**src/rtl/psw_pkg.sv**
```systemverilog
package psw_pkg;
  localparam int unsigned PSW_M_W = 13;
  localparam int unsigned PSW_A_W = 4;

  typedef enum logic {
    MOD_SHORT = 1'b0,
    MOD_LONG  = 1'b1
  } mod_sel_e;
endpackage

```
**src/rtl/psw_prescale.sv**
```systemverilog
module psw_prescale (
  input  logic clk,
  input  logic rst,
  input  logic pre_en_i,
  output logic tick_o
);
  logic phase_q;

  always_ff @(posedge clk) begin
    if (rst) phase_q <= 1'b0;
    else     phase_q <= ~phase_q;
  end

  assign tick_o = ~pre_en_i | phase_q;
endmodule

```
**src/rtl/psw_dual_mod.sv**
```systemverilog
module psw_dual_mod
  import psw_pkg::*;
#(
  parameter int unsigned A_W = PSW_A_W
) (
  input  logic     clk,
  input  logic     rst,
  input  logic     tick_i,
  input  mod_sel_e mod_sel_i,
  output logic     wrap_o
);
  localparam logic [A_W:0] LIM_LONG  = {1'b1, {A_W{1'b0}}};
  localparam logic [A_W:0] LIM_SHORT = {1'b0, {A_W{1'b1}}};

  logic [A_W:0] cnt_q;
  logic [A_W:0] limit;

  always_comb begin
    case (mod_sel_i)
      MOD_LONG: limit = LIM_LONG;
      default:  limit = LIM_SHORT;
    endcase
  end

  assign wrap_o = tick_i && (cnt_q == limit);

  always_ff @(posedge clk) begin
    if (rst)         cnt_q <= '0;
    else if (wrap_o) cnt_q <= '0;
    else if (tick_i) cnt_q <= cnt_q + 1'b1;
  end
endmodule

```
**src/rtl/psw_swallow.sv**
```systemverilog
module psw_swallow #(
  parameter int unsigned M_W   = 13,
  parameter int unsigned A_W   = 4,
  parameter int unsigned M_RST = 15,
  parameter int unsigned A_RST = 0
) (
  input  logic           clk,
  input  logic           rst,
  input  logic           wrap_i,
  input  logic [M_W-1:0] m_load_i,
  input  logic [A_W-1:0] a_load_i,
  output logic           a_nz_o,
  output logic           term_o
);
  logic [M_W-1:0] m_left_q;
  logic [A_W-1:0] a_left_q;

  assign a_nz_o = (a_left_q != '0);
  assign term_o = wrap_i && (m_left_q == M_W'(1));

  always_ff @(posedge clk) begin
    if (rst) begin
      m_left_q <= M_W'(M_RST);
      a_left_q <= A_W'(A_RST);
    end else if (term_o) begin
      m_left_q <= m_load_i;
      a_left_q <= a_load_i;
    end else if (wrap_i) begin
      m_left_q <= m_left_q - 1'b1;
      if (a_nz_o) a_left_q <= a_left_q - 1'b1;
    end
  end
endmodule

```
**src/rtl/psw_ratio_shadow.sv**
```systemverilog
module psw_ratio_shadow #(
  parameter int unsigned R_W = 17,
  parameter int unsigned MIN = 240
) (
  input  logic           clk,
  input  logic           rst,
  input  logic           load_i,
  input  logic [R_W-1:0] ratio_i,
  output logic [R_W-1:0] ratio_o,
  output logic           err_o
);
  localparam logic [R_W-1:0] MIN_V = R_W'(MIN);

  logic too_small;
  assign too_small = (ratio_i < MIN_V);

  always_ff @(posedge clk) begin
    if (rst) begin
      ratio_o <= MIN_V;
      err_o   <= 1'b0;
    end else if (load_i) begin
      ratio_o <= too_small ? MIN_V : ratio_i;
      if (too_small) err_o <= 1'b1;
    end
  end
endmodule

```
**src/rtl/psw_divider.sv**
```systemverilog
module psw_divider
  import psw_pkg::*;
#(
  parameter int unsigned M_W = PSW_M_W,
  parameter int unsigned A_W = PSW_A_W,
  localparam int unsigned R_W = M_W + A_W
) (
  input  logic           clk,
  input  logic           rst,
  input  logic [R_W-1:0] ratio_i,
  input  logic           pre_en_i,
  input  logic           load_i,
  output logic           div_pulse_o,
  output logic           div_half_o,
  output logic           clamp_err_o
);
  localparam int unsigned MOD_BASE  = 2 ** A_W;
  localparam int unsigned MIN_RATIO = MOD_BASE * (MOD_BASE - 1);

  logic           tick;
  logic           mod_wrap;
  logic           a_nz;
  logic           term;
  logic [R_W-1:0] shadow_ratio;
  mod_sel_e       mod_sel;

  psw_ratio_shadow #(.R_W(R_W), .MIN(MIN_RATIO)) u_shadow (
    .clk(clk), .rst(rst), .load_i(load_i), .ratio_i(ratio_i),
    .ratio_o(shadow_ratio), .err_o(clamp_err_o)
  );

  psw_prescale u_pre (
    .clk(clk), .rst(rst), .pre_en_i(pre_en_i), .tick_o(tick)
  );

  assign mod_sel = a_nz ? MOD_LONG : MOD_SHORT;

  psw_dual_mod #(.A_W(A_W)) u_mod (
    .clk(clk), .rst(rst), .tick_i(tick), .mod_sel_i(mod_sel), .wrap_o(mod_wrap)
  );

  psw_swallow #(.M_W(M_W), .A_W(A_W), .M_RST(MOD_BASE - 1), .A_RST(0)) u_swl (
    .clk(clk), .rst(rst), .wrap_i(mod_wrap),
    .m_load_i(shadow_ratio[R_W-1:A_W]), .a_load_i(shadow_ratio[A_W-1:0]),
    .a_nz_o(a_nz), .term_o(term)
  );

  always_ff @(posedge clk) begin
    if (rst) begin
      div_pulse_o <= 1'b0;
      div_half_o  <= 1'b0;
    end else begin
      div_pulse_o <= term;
      if (term) div_half_o <= ~div_half_o;
    end
  end
endmodule

```
**config.mk**
```make
export PLATFORM = sky130hd
export DESIGN_NAME = psw_divider
export DESIGN_NICKNAME = d
export VERILOG_FILES = /design/src/rtl/psw_pkg.sv /design/src/rtl/psw_prescale.sv /design/src/rtl/psw_dual_mod.sv /design/src/rtl/psw_swallow.sv /design/src/rtl/psw_ratio_shadow.sv /design/src/rtl/psw_divider.sv
export SDC_FILE = /design/constraint.sdc
export NUM_CORES = 1
export LEC_CHECK = 0
export ABC_AREA = 0
export BUFFER_PORTS_ARGS = -buffer_cell sky130_fd_sc_hd__buf_2
export CORE_MARGIN = 3
export CORE_UTILIZATION = 60
export DETAILED_ROUTE_END_ITERATION = 16
export GPL_TIMING_DRIVEN = 0
export PLACE_DENSITY = 0.8
export SLEW_MARGIN = 20
export SYNTH_ARGS = -nofsm -noshare
export SYNTH_HDL_FRONTEND = slang
export SYNTH_HIERARCHICAL = 1
export SYNTH_SLANG_ARGS = --single-unit
```
**constraint.sdc**
```tcl
create_clock -name clk -period 6.45 [get_ports clk]
set_clock_uncertainty 0.1 [all_clocks]
set_input_delay 1.6125 -clock clk [delete_from_list [all_inputs] [get_ports clk]]
set_output_delay 1.6125 -clock clk [all_outputs]
set_load 0.02 [all_outputs]
```
* Yosys cells after proc, flatten, opt, wreduce, memory -nomap -nowiden *
Cells that the tools add are included.

word-level totals
  word-level logic and storage cells = 34
  bits of input ports = 21
  bits in registers = 43

operators by class
  bitwise logic cells = 4
  reductions and logical operators = 8
  magnitude comparators = 1
  equality and inequality tests = 2
  add/subtract/negate cells = 3
  multiplexer cells = 8

operator list
  cell                                                                   number
  13-bit two-way mux                                                     2
  17-bit by 8-bit < comparator with 1-bit output, second input constant  1
  17-bit two-way mux                                                     1
  13-bit by 1-bit == test with 1-bit output, second input constant       1
  13-bit by 1-bit subtractor with 13-bit output, second input constant   1
  4-bit two-way mux                                                      3
  5-bit by 1-bit adder with 5-bit output, second input constant          1
  5-bit == test                                                          1
  5-bit two-way mux                                                      1
  2-bit AND reduction                                                    2
  2-bit nonzero test                                                     2
  4-bit nonzero test                                                     1
  4-bit by 1-bit subtractor with 4-bit output, second input constant     1
  1-bit inverter                                                         3
  1-bit logical AND                                                      2
  2-bit OR reduction                                                     1
  1-bit two-way mux                                                      1
  1-bit OR                                                               1

* Longest topological paths before layout *
  depth in word-level cells = 8
  mapped depth = 13
  depth with buffers taken out = 11

* Cells and area by module *
The synthesis kept the hierarchy.

by module, submodules not included
  module            cells each  times used  seq. area each (um^2)  area each (um^2)
  psw_swallow       139         1           340.3                  1182.4
  psw_ratio_shadow  62          1           360.3                  732.0
  psw_dual_mod      33          1           100.1                  297.8
  psw_divider       5           1           40.0                   58.8
  psw_prescale      3           1           20.0                   30.0

* Worst setup path before layout *
OpenSTA, ideal clock, no wires.

  path type = input port to flip-flop
  start = input pre_en_i
  end = register div_half_o
  setup time = 115 ps
  arrival time = 3134 ps
  cell stages on the path = 9
  setup slack = 3102 ps
  path buffers = 3
  path through = nand2b_1 -> buf_2 -> a21boi_1 -> clkbuf_1 -> clkbuf_1 -> nand3_1 -> nor3_1 -> xnor2_1 -> nor2_1

on the way
  cells in the longest elaborated chain, start to end = 4

ends and longest elaborated chain
  item                  line                source
  from (decl)           psw_divider.sv:11   input logic pre_en_i,
  1-bit inverter        psw_prescale.sv:14  assign tick_o = ~pre_en_i | phase_q;
  1-bit OR              psw_prescale.sv:14
  1-bit logical AND     psw_dual_mod.sv:25  assign wrap_o = tick_i && (cnt_q == limit);
  named net mod_wrap    psw_divider.sv:21   logic mod_wrap;
  1-bit logical AND     psw_swallow.sv:19   assign term_o = wrap_i && (m_left_q == M_W'(1));
  named net term        psw_divider.sv:23   logic term;
  to (signal assigned)  psw_divider.sv:54   if (term) div_half_o <= ~div_half_o;
  to (decl)             psw_divider.sv:14   output logic div_half_o,

The timed path passes the listed nets, and every way through them passes these cells.
A chain may end at the register's enable or synchronous reset.

* Worst setup path after layout *
  start = register u_swl.a_left_q[0]
  end = register div_half_o

on the way
  cells in the longest elaborated chain, start to end = 6

ends and longest elaborated chain
  item                    line                source
  from (decl)             psw_swallow.sv:16   logic [A_W-1:0] a_left_q;
  from (signal assigned)  psw_swallow.sv:24   a_left_q <= A_W'(A_RST);
  from (signal assigned)  psw_swallow.sv:27   a_left_q <= a_load_i;
  from (signal assigned)  psw_swallow.sv:30   if (a_nz_o) a_left_q <= a_left_q - 1'b1;
  4-bit nonzero test      psw_swallow.sv:18   assign a_nz_o = (a_left_q != '0);
  named net a_nz          psw_divider.sv:22   logic a_nz;
  1-bit two-way mux       psw_divider.sv:36   assign mod_sel = a_nz ? MOD_LONG : MOD_SHORT;
  5-bit two-way mux       psw_dual_mod.sv:19  case (mod_sel_i)
  5-bit == test           psw_dual_mod.sv:25
  1-bit logical AND       psw_dual_mod.sv:25
  named net mod_wrap      psw_divider.sv:21
  1-bit logical AND       psw_swallow.sv:19
  named net term          psw_divider.sv:23

The timed path passes the listed nets, and every way through them passes these cells.

==> flow_summary.json <==
{
  "status": "finished, final reports clean",
  "period_needed_ps": 3810,
  "grt_pass1_wl_um": 7910,
  "fillers": 298,
  "cts_buffers": 5,
  "cts_hold_buf": 0,
  "final_hold_viol_count": 0,
  "final_nets": 297,
  "grt-ovfl-total": 0,
  "min_to": "u_pre/phase_q",
  "clockBufferDepth": 2,
  "rsz0062_at_grt": "no",
  "worst_slew_pin_slew_ps": 794,
  "cp-end-kind": "flip-flop",
  "post-route-drc-count": 0,
  "die_y_um": 67.9,
  "clkSlewWorstSetupHoldPaths_ps": 80,
  "grt_start_max_net_pins": 18,
  "synthTopCellsByArea": "dfxtp_1 37%, mux2i_1 11%, nor2_1 3.6%",
  "ys.flop_type": "dfxtp_1",
  "firstDrtPassIters": 4,
  "r2r-start": "u_swl/a_left_q[0]",
  "min_period_over_period_pct": 59.0,
  "multi_input_area_sq_mm": 0.00131,
  "cts_resized": 0,
  "portBuffers": 22,
  "drt_iter0_markers": 103,
  "ys_seq_elements": 43,
  "grt_usage_pct": 23.1,
  "grt_pass1_vias": 1685,
  "cts_setup_buffers": 0,
  "finalSetupViolations": 0,
  "timing.fmax_ghz": 0.263,
  "synthCells": 242,
  "syn_avg_cell_area_sq_um": 9.51,
  "netlist_area_sq_mm": 0.00230,
  "holdPathStages": 1,
  "cts_tree": "yes",
  "timing.rr.end": "div_half_o",
  "ys_types": 61,
  "cp_max_fo": 10,
  "max-slew-margin-rel_pct": 47.0,
  "cp.arrival_ps": 3880,
  "vias": 1851,
  "synth_area_leader_cell": "dfxtp_1",
  "finalMaxSlewViolations": 0,
  "die_x_um": 67.9,
  "gp_congestion": 0.881,
  "cts_sinks": 43,
  "required_ps": 6520,
  "design.core.area_sq_mm": 0.00352,
  "yosys.area.top_type_share_pct": 37.4,
  "timing.hold.ws_ps": 308,
  "drt-wirelength-per-cell_um": 14.9,
  "avgViaCountPerCell": 5.82,
  "antenna_cells": 0,
  "start_kind": "flip-flop",
  "seq_area_frac_synth_pct": 37.4,
  "std_cell_rows": 21,
  "ir_drop_v": 0.000153,
  "synth_edf_count": 0,
  "die_area_sq_mm": 0.00461,
  "initial_core_util_pct": 65.4,
  "ant_nets": 0,
  "root_buffer": "clkbuf_8",
  "wl_um": 4730,
  "htree_levels": 2,
  "hp-class": "reg2reg",
  "yosys_warnings": 6,
  "powerDensity_mw_per_mm2": 206,
  "rr_worst_depth": 13,
  "syn_nets": 268,
  "ios": 24,
  "min_from": "u_pre/phase_q",
  "p_leak_nw": 1.09,
  "path_class": "reg2reg",
  "rrSetupSlack_ps": 2640,
  "hpwl_um": 3430,
  "antenna_found_initial": 0,
  "cap_violations": 0,
  "tns_ps": 0,
  "synth-async-reset-ratio_pct": 0,
  "clkLatencyLatePin_ps": 290,
  "seq_area_sq_um": 861,
  "area_delta_synth_final_pct": 12.4,
  "drive_gt1_share_pct": 20.6
}
==> where the power goes <==
group | internal, mW | total (mW) | leakage, nW | switching [mW]
clock network | 0.125 | 0.214 | 0.0612 | 0.0886
logic | 0.0182 | 0.0385 | 0.677 | 0.0203
registers | 0.274 | 0.280 | 0.351 | 0.00678
==> flip-flops by register name (all words and copies together), names as in the netlist <==
register and cells:
div_half_o 1, u_pre/phase_q 1, u_shadow/ratio_o 17, u_swl/m_left_q 13, u_shadow/err_o 1, div_pulse_o 1
u_swl/a_left_q 4, u_mod/cnt_q 5
==> critical path, cell delays in order, from the launching register on <==
cell and delay (ps):
dfxtp_1 330, inv_1 100, ha_1 140, nor3b_1 650
inv_1 220, nor3b_2 220, nand4_2 180, a21boi_1 260
clkbuf_1 420, clkbuf_1 450, nand3_1 150, nor3_1 250
xnor2_1 160, nor2_1 50
==> Yosys cell counts, drive strengths merged (2+ instances only) <==
master / n
dfxtp: 43
mux2i: 25
nor2: 23
inv: 14
a21oi: 13
nor2b: 11
nor3: 9
nand2: 8
buf: 7
nand4: 7
clkbuf: 6
nor4: 6
o21ai: 6
ha: 5
nand2b: 4
nor3b: 4
o211ai: 4
a31oi: 3
nand3: 3
o32ai: 3
or3: 3
a41oi: 2
nand4b: 2
nor4b: 2
o21a: 2
o21bai: 2
o22ai: 2
o2bb2ai: 2
o41ai: 2
or4: 2
xnor2: 2
==> routing by layer <==
layer | vias up | routed length, um | track usage (%)
met1 | 868 | 2190 | 29.1
met3 | 4 | 185 | 3.45
li1 | 948 | - | -
met5 | - | 0 | 0
met4 | 0 | 54 | 8.93
met2 | 31 | 2300 | 39.4
==> placed cells by master, fill, tap and decap left out, drive strengths merged, types with 2 or more instances in the layout <==
cell type	n
dfxtp	43
or4	2
nor2	23
o21ai	6
mux2i	25
o21a	2
nand4	7
nor2b	11
a31oi	3
o32ai	3
clkbuf	12
nor4b	2
or3	3
o22ai	2
o2bb2ai	2
buf	29
o41ai	2
a21oi	13
nor4	6
a41oi	2
xnor2	2
nand2	8
o211ai	4
nor3	9
ha	5
nand3	3
nand4b	2
nor3b	4
inv	14
nand2b	4
o21bai	2
==> cell type report <==
cell class,count,area share (%)
Buffer,13,3.00
Clock buffer,6,3.19
Sequential cell,43,33.3
Multi-Input combinational cell,172,50.7
Timing Repair Buffer,22,4.26
Tap cell,46,2.23
Inverter,14,2.03
Clock inverter,2,1.35
==> how the worst max path moves through the flow <==
| stage | from | end | cells after the start |
|---|---|---|---|
| finish | u_swl/a_left_q[0] | div_half_o | 13 |
| global placement | pre_en_i | div_half_o | 10 |
| CTS | u_swl/a_left_q[0] | div_half_o | 13 |
| floorplan | pre_en_i | div_half_o | 9 |
| detailed placement | pre_en_i | div_half_o | 10 |
| global route | u_swl/a_left_q[1] | div_half_o | 13 |
==> stage by stage <==
| stage | std cells | area (sq um) | power [mW] | worst slack (ps) | util, % |
|---|---|---|---|---|---|
| final | 318 | 2590 | 0.533 | 2640 | 73.5 |
| after global routing | 318 | 2590 | 0.557 | 2330 | 73.5 |
| after detailed placement | 310 | 2470 | 0.325 | 2540 | 70.1 |
| after floorplan | 242 | 2300 | 0.309 | 3100 | - |
| after CTS | 318 | 2590 | 0.540 | 2640 | 73.5 |
| after global placement | 310 | 2470 | 0.324 | 2550 | 70.1 |
==> logic make-up after synthesis <==
| family | Yosys count | share of synthesized area [%] |
|---|---|---|
| AO/OA/AOI/OAI | 48 | 16.3 |
| XOR/XNOR | 3 | 1.14 |
| adder cells (fa/ha/maj) | 5 | 2.72 |
| buffers and inverters | 27 | 5.66 |
| flip-flops | 43 | 37.4 |
| multiplexers | 26 | 11.4 |
| AND/OR/NAND/NOR | 90 | 25.4 |
No activity file was read; power rests on OpenSTA's default activity.
